==> config.mk <==
export PLATFORM = sky130hd
export DESIGN_NAME = csw_decoder
export DESIGN_NICKNAME = d
export VERILOG_FILES = /design/src/rtl/csw_pkg.sv /design/src/rtl/cs_cfg_bank.sv /design/src/rtl/cs_window_match.sv /design/src/rtl/cs_route_sel.sv /design/src/rtl/csw_decoder.sv
export SDC_FILE = /design/constraint.sdc
export NUM_CORES = 1
export LEC_CHECK = 0
export ABC_AREA = 1
export BUFFER_PORTS_ARGS = -buffer_cell sky130_fd_sc_hd__buf_2
export CAP_MARGIN = 0
export CORE_MARGIN = 5
export CORE_UTILIZATION = 50
export CTS_BUF_LIST = sky130_fd_sc_hd__clkbuf_8
export DETAILED_ROUTE_END_ITERATION = 12
export PLACE_DENSITY = 0.8
export SETUP_SLACK_MARGIN = 0.15
export SKIP_LAST_GASP = 1
export SLEW_MARGIN = 20
export SYNTH_ARGS = -nofsm -noshare
export SYNTH_HDL_FRONTEND = slang
export SYNTH_SLANG_ARGS = --single-unit
==> constraint.sdc <==
create_clock -name clk -period 2.15 [get_ports clk]
set_input_delay 0.215 -clock clk [delete_from_list [all_inputs] [get_ports clk]]
set_output_delay 0.215 -clock clk [all_outputs]
set_load 0.05 [all_outputs]
==> src/rtl/csw_pkg.sv <==
package csw_pkg;

  localparam int BASE_W    = 6;
  localparam int MASK_W    = 4;
  localparam int WIN_LSB   = 24;
  localparam int CFG_W     = 12;
  localparam int EN_BIT    = 6;
  localparam int MASK_LSB  = 8;
  localparam int SPAN_W    = MASK_W + WIN_LSB;
  localparam int SIZE_W    = SPAN_W + 1;
  localparam logic [CFG_W-1:0] CFG_KEEP = 12'hF7F;
  localparam logic [CFG_W-1:0] CFG_RST  = 12'hF00;

  typedef enum logic [1:0] {
    RT_NONE = 2'b00,
    RT_MEM  = 2'b01,
    RT_NAND = 2'b10,
    RT_FIFO = 2'b11
  } route_e;

  function automatic logic [BASE_W-1:0] cfg_base(input logic [CFG_W-1:0] c);
    return c[BASE_W-1:0];
  endfunction

  function automatic logic [MASK_W-1:0] cfg_mask(input logic [CFG_W-1:0] c);
    return c[MASK_LSB +: MASK_W];
  endfunction

  function automatic logic cfg_en(input logic [CFG_W-1:0] c);
    return c[EN_BIT];
  endfunction

  function automatic logic mask_ok(input logic [MASK_W-1:0] m, input logic full_ok);
    logic fixed;
    fixed = (m == 4'h8) || (m == 4'hC) || (m == 4'hE) || (m == 4'hF);
    return fixed || ((m == '0) && full_ok);
  endfunction

  function automatic logic [BASE_W-1:0] cmp_sel(input logic [MASK_W-1:0] m);
    return {{(BASE_W-MASK_W){1'b1}}, m};
  endfunction

  function automatic logic [SIZE_W-1:0] span_bytes(input logic [MASK_W-1:0] m);
    logic [SIZE_W-1:0] lim;
    lim = {1'b0, ~m, {WIN_LSB{1'b1}}};
    return lim + SIZE_W'(1);
  endfunction

endpackage

==> src/rtl/cs_cfg_bank.sv <==
module cs_cfg_bank
  import csw_pkg::*;
#(
  parameter int NUM_CS = 8,
  parameter int SEL_W  = $clog2(NUM_CS)
) (
  input  logic             clk,
  input  logic             rst_n,
  input  logic             we,
  input  logic [SEL_W-1:0] wsel,
  input  logic [CFG_W-1:0] wdata,
  input  logic [SEL_W-1:0] rsel,
  output logic [CFG_W-1:0] rdata,
  output logic [CFG_W-1:0] cfg_q [NUM_CS]
);

  for (genvar i = 0; i < NUM_CS; i++) begin : g_word
    localparam logic [CFG_W-1:0] RST_V =
      (i == 0) ? (CFG_RST | (CFG_W'(1) << EN_BIT)) : CFG_RST;
    logic hit_w;
    assign hit_w = we && (wsel == SEL_W'(i));

    always_ff @(posedge clk) begin
      if (!rst_n)     cfg_q[i] <= RST_V;
      else if (hit_w) cfg_q[i] <= wdata & CFG_KEEP;
    end

    a_r1_gap_bit_clear: assert property (@(posedge clk) disable iff (!rst_n)
      $past(hit_w) |-> (cfg_q[i][7] == 1'b0));
  end

  assign rdata = cfg_q[rsel];

endmodule

==> src/rtl/cs_window_match.sv <==
module cs_window_match
  import csw_pkg::*;
#(
  parameter int NUM_CS = 8
) (
  input  logic [CFG_W-1:0]  cfg_q [NUM_CS],
  input  logic [BASE_W-1:0] addr_field,
  input  logic              full_ok,
  output logic [NUM_CS-1:0] hit_vec
);

  for (genvar i = 0; i < NUM_CS; i++) begin : g_win
    logic [MASK_W-1:0] m;
    logic [BASE_W-1:0] diff;
    logic              legal;
    assign m     = cfg_mask(cfg_q[i]);
    assign legal = mask_ok(m, full_ok);
    assign diff  = (addr_field ^ cfg_base(cfg_q[i])) & cmp_sel(m);
    assign hit_vec[i] = cfg_en(cfg_q[i]) && legal && (diff == '0);
  end

endmodule

==> src/rtl/cs_route_sel.sv <==
module cs_route_sel
  import csw_pkg::*;
#(
  parameter int NUM_CS = 8,
  parameter int SEL_W  = $clog2(NUM_CS)
) (
  input  logic [NUM_CS-1:0] hit_vec,
  input  logic [CFG_W-1:0]  cfg_q [NUM_CS],
  input  logic [NUM_CS-1:0] is_nand,
  input  logic              pf_en,
  input  logic [SEL_W-1:0]  pf_cs,
  output logic              any_hit,
  output logic [SEL_W-1:0]  win_cs,
  output route_e            route,
  output logic [SIZE_W-1:0] size
);

  always_comb begin
    win_cs = '0;
    for (int i = NUM_CS - 1; i >= 0; i--) begin
      if (hit_vec[i]) win_cs = SEL_W'(i);
    end
  end

  assign any_hit = |hit_vec;
  assign size    = span_bytes(cfg_mask(cfg_q[win_cs]));

  always_comb begin
    if (!any_hit)                      route = RT_NONE;
    else if (!is_nand[win_cs])         route = RT_MEM;
    else if (pf_en && (pf_cs == win_cs)) route = RT_FIFO;
    else                               route = RT_NAND;
  end

endmodule

==> src/rtl/csw_decoder.sv <==
module csw_decoder
  import csw_pkg::*;
#(
  parameter int NUM_CS = 8,
  parameter int ADDR_W = 32,
  localparam int SEL_W = $clog2(NUM_CS)
) (
  input  logic              clk,
  input  logic              rst_n,
  input  logic              cfg_we,
  input  logic [SEL_W-1:0]  cfg_wsel,
  input  logic [CFG_W-1:0]  cfg_wdata,
  input  logic [SEL_W-1:0]  cfg_rsel,
  output logic [CFG_W-1:0]  cfg_rdata,
  input  logic [NUM_CS-1:0] cs_is_nand,
  input  logic              pf_en,
  input  logic [SEL_W-1:0]  pf_cs,
  input  logic              allow_full_span,
  input  logic              acc_valid,
  input  logic [ADDR_W-1:0] acc_addr,
  output logic              dec_valid,
  output logic              dec_miss,
  output logic [SEL_W-1:0]  dec_cs,
  output logic [1:0]        dec_route,
  output logic [SIZE_W-1:0] dec_size,
  output logic [SPAN_W-1:0] dec_offset
);

  localparam int FIELD_HI = WIN_LSB + BASE_W - 1;

  logic [CFG_W-1:0]  cfg_q [NUM_CS];
  logic [NUM_CS-1:0] hit_vec;
  logic              sel_any;
  logic [SEL_W-1:0]  sel_cs;
  route_e            sel_route;
  logic [SIZE_W-1:0] sel_size;
  logic [SPAN_W-1:0] sel_off;
  logic              unused_addr_hi;

  assign unused_addr_hi = ^acc_addr[ADDR_W-1:FIELD_HI+1];

  cs_cfg_bank #(.NUM_CS(NUM_CS)) u_bank (
    .clk(clk), .rst_n(rst_n), .we(cfg_we), .wsel(cfg_wsel),
    .wdata(cfg_wdata), .rsel(cfg_rsel), .rdata(cfg_rdata), .cfg_q(cfg_q)
  );

  cs_window_match #(.NUM_CS(NUM_CS)) u_match (
    .cfg_q(cfg_q), .addr_field(acc_addr[FIELD_HI:WIN_LSB]),
    .full_ok(allow_full_span), .hit_vec(hit_vec)
  );

  cs_route_sel #(.NUM_CS(NUM_CS)) u_route (
    .hit_vec(hit_vec), .cfg_q(cfg_q), .is_nand(cs_is_nand),
    .pf_en(pf_en), .pf_cs(pf_cs), .any_hit(sel_any),
    .win_cs(sel_cs), .route(sel_route), .size(sel_size)
  );

  assign sel_off = acc_addr[SPAN_W-1:0] & SPAN_W'(sel_size - SIZE_W'(1));

  always_ff @(posedge clk) begin
    if (!rst_n) begin
      dec_valid  <= 1'b0;
      dec_miss   <= 1'b0;
      dec_cs     <= '0;
      dec_route  <= RT_NONE;
      dec_size   <= '0;
      dec_offset <= '0;
    end else begin
      dec_valid  <= acc_valid && sel_any;
      dec_miss   <= acc_valid && !sel_any;
      dec_cs     <= acc_valid ? sel_cs : '0;
      dec_route  <= acc_valid ? sel_route : RT_NONE;
      dec_size   <= (acc_valid && sel_any) ? sel_size : '0;
      dec_offset <= (acc_valid && sel_any) ? sel_off : '0;
    end
  end

  a_r10_lowest_wins: assert property (@(posedge clk) disable iff (!rst_n)
    sel_any |-> (hit_vec[sel_cs] &&
                 ((hit_vec & ((NUM_CS'(1) << sel_cs) - NUM_CS'(1))) == '0)));

  a_r11_flags_exclusive: assert property (@(posedge clk) disable iff (!rst_n)
    !(dec_valid && dec_miss));

  a_r12_one_cycle: assert property (@(posedge clk) disable iff (!rst_n)
    acc_valid |=> (dec_valid || dec_miss));

  a_r12_idle: assert property (@(posedge clk) disable iff (!rst_n)
    !acc_valid |=> (!dec_valid && !dec_miss));

  a_r7_size_pow2: assert property (@(posedge clk) disable iff (!rst_n)
    dec_valid |-> ($countones(dec_size) == 1));

  a_r12_offset_inside: assert property (@(posedge clk) disable iff (!rst_n)
    dec_valid |-> ({1'b0, dec_offset} < dec_size));

  a_r9_fifo_target: assert property (@(posedge clk) disable iff (!rst_n)
    (dec_valid && dec_route == RT_FIFO) |-> ($past(pf_en) && ($past(pf_cs) == dec_cs)));

  a_r8_mem_is_nor: assert property (@(posedge clk) disable iff (!rst_n)
    (dec_valid && dec_route == RT_MEM) |-> !($past(cs_is_nand) >> dec_cs) & 1'b1);

endmodule

==> flow_metrics.tcl, run 1 <==
set metrics [dict create \
    rsz0062_at_grt "yes" \
    overflow 0 \
    layout.nets 1287 \
    via_per_inst 5.56 \
    crit_type "flop to flop" \
    wirelength_mm 25.4 \
    worstMarginPinSlew_ps 641 \
    post_drt_wl_per_cell_um 18.0 \
    io_pins 143 \
    min-delay-start "pf_en" \
    cp_max_fo 5 \
    die_h_um 125 \
    cts_buffers 17 \
    syn_inst 1001 \
    min_path_cells 3 \
    reg2reg_depth 17 \
    synth_adder_area_share_pct 0.188 \
    seq_area_frac_synth_pct 38.5 \
    total_power_mw 5.76 \
    path_clk_slew_ps 80 \
    r2r_end "dec_size[25]" \
    setup_slack_ps -199 \
    cts.sinks 128 \
    power_density_nw_per_um2 623 \
    busiest_layer "met2" \
    core_um2 13100 \
    post-route-util_pct 70.4 \
    synth_top_area_cell "dfxtp_1" \
    clock_path_buffers 2 \
    synth.lib_cells_used.distinct 41 \
    post-place-ws_ps -281 \
    regArea_um2 2600 \
    htreeDepth 4 \
    cts_tree "yes" \
    drv_cap 0 \
    grt_max_degree 45 \
    synth_area_leaders "dfxtp_1, nand2_1, o21ai_0" \
    hpwl_mm 16.9 \
    grt_use_total_pct 29.6 \
    antenna_left 0 \
    ir_drop_v 0.000684 \
    start_util_pct 50.7 \
    nFillCells 983 \
    grt_pass1_vias 7169 \
    reg2reg_slack_ps -200 \
    area_growth_pct 38.8 \
    crit_path_end_kind "flop" \
    async_flop_share_pct 0 \
    met1_usage_pct 38.0 \
    rows 42 \
    synth_top_family_by_area "simple AND/OR/NAND/NOR gates" \
    grt_util_met2_pct 47.8 \
    fin_setup_tns_ps -764 \
    first_iter_violations 1253 \
    root_buffer "clkbuf_8" \
    clk-insertion-delay-late_ps 460 \
    violations "setup timing" \
    grt_pass1_wl_mm 37.1 \
    synth-xor-area-share_pct 0.526 \
    io_buffers 114 \
    crit_path_start_kind "flop" \
    finalCriticalPeriod_ps 2350 \
    worstPathRequired_ps 2540 \
    leakage_nw 4.37 \
    status "complete, but fails checks" \
    drtPass1Iterations 6 \
    ys.warnings.count 0 \
    die_area_um2 15700 \
    hold_end "dec_route[0]" \
    synth_compound_area_share_pct 21.5 \
    timing.rr.start "u_bank.cfg_q[60]" \
    synth-edff-count 0 \
    remaining_drc_errors 0 \
    synth_area_per_cell_um2 6.65 \
    hold-worst-slack_ps 61.8 \
    synth_area_um2 6660 \
    grt_antenna_before_repair 1 \
    muxShareOfSynthArea_pct 0 \
    ys_seq_elements 128 \
    fmax_ghz 0.426 \
    die_w_um 125 \
    relSlewSlack_pct 57.2 \
    synth_top_flop_cell "dfxtp_1" \
    met3_usage_pct 5.63 \
    synthSimpleGateAreaFrac_pct 25.4 \
    multi_input_comb_area_um2 3680 \
    hold_class "primary input to flop" \
    slew_viol_final 0 \
    drive_above_1_share_pct 32.5 \
    arrival_ps 2740 \
    finalHoldViolations 0 \
    synth_top_area_share_pct 38.5 \
    min_period_over_period_pct 109 \
    finalSetupViolCount 9 \
    vias 7839 \
    clock_skew_ps 9.76 \
    gp_congestion 1.02 \
]
-- power breakdown --
group | total [mW] | internal [mW] | switching, mW
clock network | 2.24 | 1.21 | 1.03
registers | 2.48 | 2.43 | 0.0473
logic | 1.04 | 0.357 | 0.685
-- how the worst max path moves through the flow --
stage | start | end
floorplan | cfg_rsel[0] | cfg_rdata[11]
global placement | acc_addr[27] | dec_size[26]
detailed placement | acc_addr[27] | dec_size[26]
CTS | u_bank.cfg_q[33] | dec_size[25]
global route | u_bank.cfg_q[60] | dec_size[26]
finish | u_bank.cfg_q[60] | dec_size[25]
-- layout make-up --
| cell class | instances | area share, % |
|---|---|---|
| repair buffers | 254 | 19.9 |
| diodes | 1 | 0.0271 |
| multi-input cells | 693 | 39.8 |
| well taps | 176 | 2.38 |
| inverters | 125 | 5.20 |
| clock inverters | 13 | 1.77 |
| flip-flops and latches | 128 | 28.1 |
| clock buffers | 19 | 2.83 |
-- metal layers --
metal | vias up | share of wire [%]
li1 | 3659 | -
met5 | - | 0
met4 | 0 | 5.6
met1 | 3469 | 36
met2 | 576 | 46
met3 | 135 | 12
-- layout by cell type, fill, tap and decap left out, drive strengths merged, types with 4 or more instances in the layout --
cell | Yosys | routed
buf | 41 | 228
nand2 | 193 | 194
dfxtp | 128 | 128
o21ai | 124 | 124
inv | 121 | 124
nor2 | 122 | 122
a21oi | 84 | 84
nand3 | 71 | 71
o211ai | 29 | 29
conb | 1 | 25
dlygate4sd3 | 0 | 24
clkbuf | 39 | 21
a31oi | 11 | 11
clkinv | 4 | 7
a221oi | 7 | 7
nand4 | 4 | 4
nor3 | 4 | 4
clkinvlp | 0 | 4
-- flip-flops by register name, indices dropped and copies added (netlist names) --
name / flops
u_bank.cfg_q: 88
dec_offset: 28
dec_miss: 1
dec_size: 5
dec_valid: 1
dec_cs: 3
dec_route: 2
-- metrics by stage --
stage               cells  instance area, um^2
finish               1409                 9250
global route         1409                 9250
floorplan            1025                 6870
CTS                  1404                 8930
detailed placement   1344                 8060
global placement     1344                 8060
-- critical path, stage by stage, from the launching register on --
cell	delay, ps
dfxtp_2	330
inv_2	50
nand2_1	50
nand3_1	90
nand2_1	70
nor3_2	190
buf_4	130
nand4_1	160
nand2_2	160
buf_4	150
nor2_1	60
nand2_2	130
inv_2	90
nand3_2	120
nand2_4	90
ha_4	270
inv_2	30
nor2_1	120
-- logic make-up after synthesis --
logic type | after synthesis
and+or+nand+nor | 403
xor gates and xnor gates | 4
DFF | 128
adders and majority gates | 1
buffers and inverters | 205
other | 1
AOI/OAI and AO/OA | 259
-- synthesized netlist by cell type, types with 2 or more instances --
master and count:
clkbuf_2 4, buf_4 28, nand3_1 69, or2_2 2, nand4_1 4, nor4_1 2
o211ai_2 2, and2_1 2, o21ai_1 2, nand2_2 7, a21oi_1 83, a221oi_1 7
buf_1 2, buf_6 4, nor2_1 120, nand3_2 2, xor2_1 2, inv_2 6
clkbuf_1 35, dfxtp_1 128, nor3_1 4, buf_2 7, o21ai_0 122, o211ai_1 27
nand2_4 2, nor2_2 2, inv_1 115, xnor2_1 2, clkinv_1 4, nand2_1 184
a31oi_1 11
-- what timing repair did --
| action | in CTS | in global routing |
|---|---|---|
| endpoints found under the setup margin | 41 | 45 |
| hold endpoints to repair | 24 | 0 |
| hold buffers | 24 | 0 |
| resized for setup | 63 | 85 |
| buffers inserted | 4 | 2 |
| pin swaps | 28 | 39 |
| cloned | 0 | 2 |
No activity file was read; power rests on OpenSTA's default activity.
==> run 2: changes to the inputs <==
--- a/config.mk
+++ b/config.mk
@@ -14,7 +14,6 @@
 export DETAILED_ROUTE_END_ITERATION = 12
 export PLACE_DENSITY = 0.8
 export SETUP_SLACK_MARGIN = 0.15
-export SKIP_LAST_GASP = 1
 export SLEW_MARGIN = 20
 export SYNTH_ARGS = -nofsm -noshare
 export SYNTH_HDL_FRONTEND = slang
==> run 2 against run 1 <==
  * The flow still finishes with violations (setup timing)
  * Clock skew increased by 3.2 ps
  * Largest cell class unchanged
  * Critical endpoint unchanged
  * Critical path depth increased by 1
  * First-iteration DRC count increased by 13%
  * Register-to-register slack about the same
  * Count of clock-buffer cells in the layout unchanged
  * Design area increased by 0.22%
  * Worst setup slack improved by 9.2 ps
==> flow_metrics.tcl, run 2 (synthesized netlist as in run 1, its figures left out) <==
set metrics [dict create \
    layout.nets 1288 \
    layout_commonest_cell "nand2_1" \
    reg2reg_depth 18 \
    hold_class "primary input to flop" \
    diodes 0 \
    core_um2 13100 \
    largest_register "u_bank.cfg_q" \
    largest_reg_flops 88 \
    mostFrequentLayoutCells "nand2_1, nor2_1, o21ai_0" \
    drive_above_1_share_pct 32.8 \
    min_period_over_period_pct 109 \
    fin_cells 1409 \
    wirelength_mm 26.2 \
    clk-insertion-delay-late_ps 470 \
    top_regs "u_bank.cfg_q x88, dec_offset x28, dec_size x5" \
    power_density_nw_per_um2 625 \
    hold-worst-slack_ps 73.4 \
    status "complete, but fails checks" \
    worstMarginPinSlew_ps 609 \
    critPathMaxStageDelay_ps 340 \
    violations "setup timing" \
    grt_max_degree 45 \
    first_iter_violations 1418 \
    power.internal_mw 4.00 \
    clock_path_buffers 2 \
    path_clk_slew_ps 90 \
    seq_power_share_pct 42.8 \
    r2r_end "dec_size[25]" \
    p_switching_mw 1.79 \
    grt_pass1_vias 7169 \
    ir_drop_v 0.000685 \
    via_per_inst 5.71 \
    hold_end "dec_route[0]" \
    cts_tree "yes" \
    post-route-util_pct 70.5 \
    htreeDepth 4 \
    arrival_ps 2740 \
    root_buffer "clkbuf_8" \
    io_buffers 114 \
    clkPwrFrac_pct 39.0 \
    setup_slack_ps -190 \
    reg2reg_slack_ps -190 \
    nFillCells 965 \
    post_drt_wl_per_cell_um 18.6 \
    start_util_pct 50.7 \
    leakage_nw 4.38 \
    die_w_um 125 \
    min-delay-start "pf_en" \
    die_h_um 125 \
    drv_cap 0 \
    area_growth_pct 39.1 \
    cts_buffers 17 \
    clock_skew_ps 12.9 \
    crit_type "flop to flop" \
    finalHoldViolations 0 \
    rsz0062_at_grt "yes" \
    grt_pass1_wl_mm 37.1 \
    cts.sinks 128 \
    total_power_mw 5.79 \
    crit_path_start_kind "flop" \
    cp_max_fo 7 \
    finalSetupViolCount 10 \
    worstPathRequired_ps 2550 \
    switching_share_pct 30.9 \
    finalCriticalPeriod_ps 2340 \
    final_cell_area_um2 9270 \
    fmax_ghz 0.427 \
    die_area_um2 15700 \
    drtPass1Iterations 12 \
    slew_viol_final 0 \
    min_path_cells 3 \
    grt_use_total_pct 29.6 \
    timing.rr.start "u_bank.cfg_q[60]" \
    rows 42 \
    cp-startpoint "u_bank.cfg_q[60]" \
    crit_slowest_cell "dfxtp_2" \
    hpwl_mm 16.9 \
    place_inst 1344 \
    io_pins 143 \
    post-place-ws_ps -281 \
    grt_antenna_before_repair 0 \
    dpl_cell_area_um2 8060 \
    vias 8051 \
    comb_power_share_pct 18.2 \
    crit_path_end_kind "flop" \
    antenna_left 0 \
    overflow 0 \
    relSlewSlack_pct 59.3 \
    gp_congestion 1.02 \
    fin_setup_tns_ps -892 \
    remaining_drc_errors 0 \
    crit_chain "inv_2, nand2_1, nand3_1, nand2_1, nor3_2, buf_4, nand4_1, nand2_2, nand2_8, nand2_8, nand2_1, nand3_2, nand2_2, nand2_2, nand2_4, ha_4, inv_2, nor2_1" \
]
run 2: metal layers:
metal	routed length (um)	track usage, %	up-vias
li1	-	-	3655
met2	12000	47.8	662
met4	1810	14.7	0
met1	9200	38.0	3547
met3	3250	5.63	187
met5	0	0	-
run 2: worst max-delay path: cells and delay by family (launching register included):
family | cells | cell delay, ps
DFF | 1 | 340
adders and majority gates | 1 | 260
and+or+nand+nor | 14 | 1470
buffers and inverters | 3 | 210
run 2: area by class of cell:
class,instances,area (um^2),share of cell area [%]
sequential,128,2600,28.0
multi-input combinational,693,3690,39.8
clock buffer,19,262,2.82
tap,176,220,2.38
clock inverter,13,164,1.77
inverter,125,480,5.19
timing repair buffer,255,1850,20.0
run 2: repair_timing:
action | 4_1_cts | 5_1_grt
setup buffers | 4 | 3
hold endpoints to repair | 24 | 0
gates resized for setup | 65 | 87
cloned | 0 | 2
endpoints found under the setup margin | 41 | 45
pin swaps | 29 | 40
hold buffers | 24 | 0
run 2: how the worst max path moves through the flow:
stage	end	depth (start not counted)	slack, ps
2_1_floorplan	cfg_rdata[11]	6	-0.3
3_3_place_gp	dec_size[26]	19	-230
3_5_place_dp	dec_size[26]	19	-280
4_1_cts	dec_size[25]	21	-10
5_1_grt	dec_size[26]	19	-320
6_report	dec_size[25]	18	-190
run 2: power by group through the flow:
stage / Combinational, mW / Sequential (mW) / Clock, mW
after floorplan: 0.595 / 2.53 / 0
after global placement: 0.878 / 2.53 / 0
after CTS: 0.959 / 2.48 / 2.23
after detailed placement: 0.892 / 2.53 / 0
after global routing: 1.12 / 2.48 / 2.36
final: 1.05 / 2.48 / 2.26
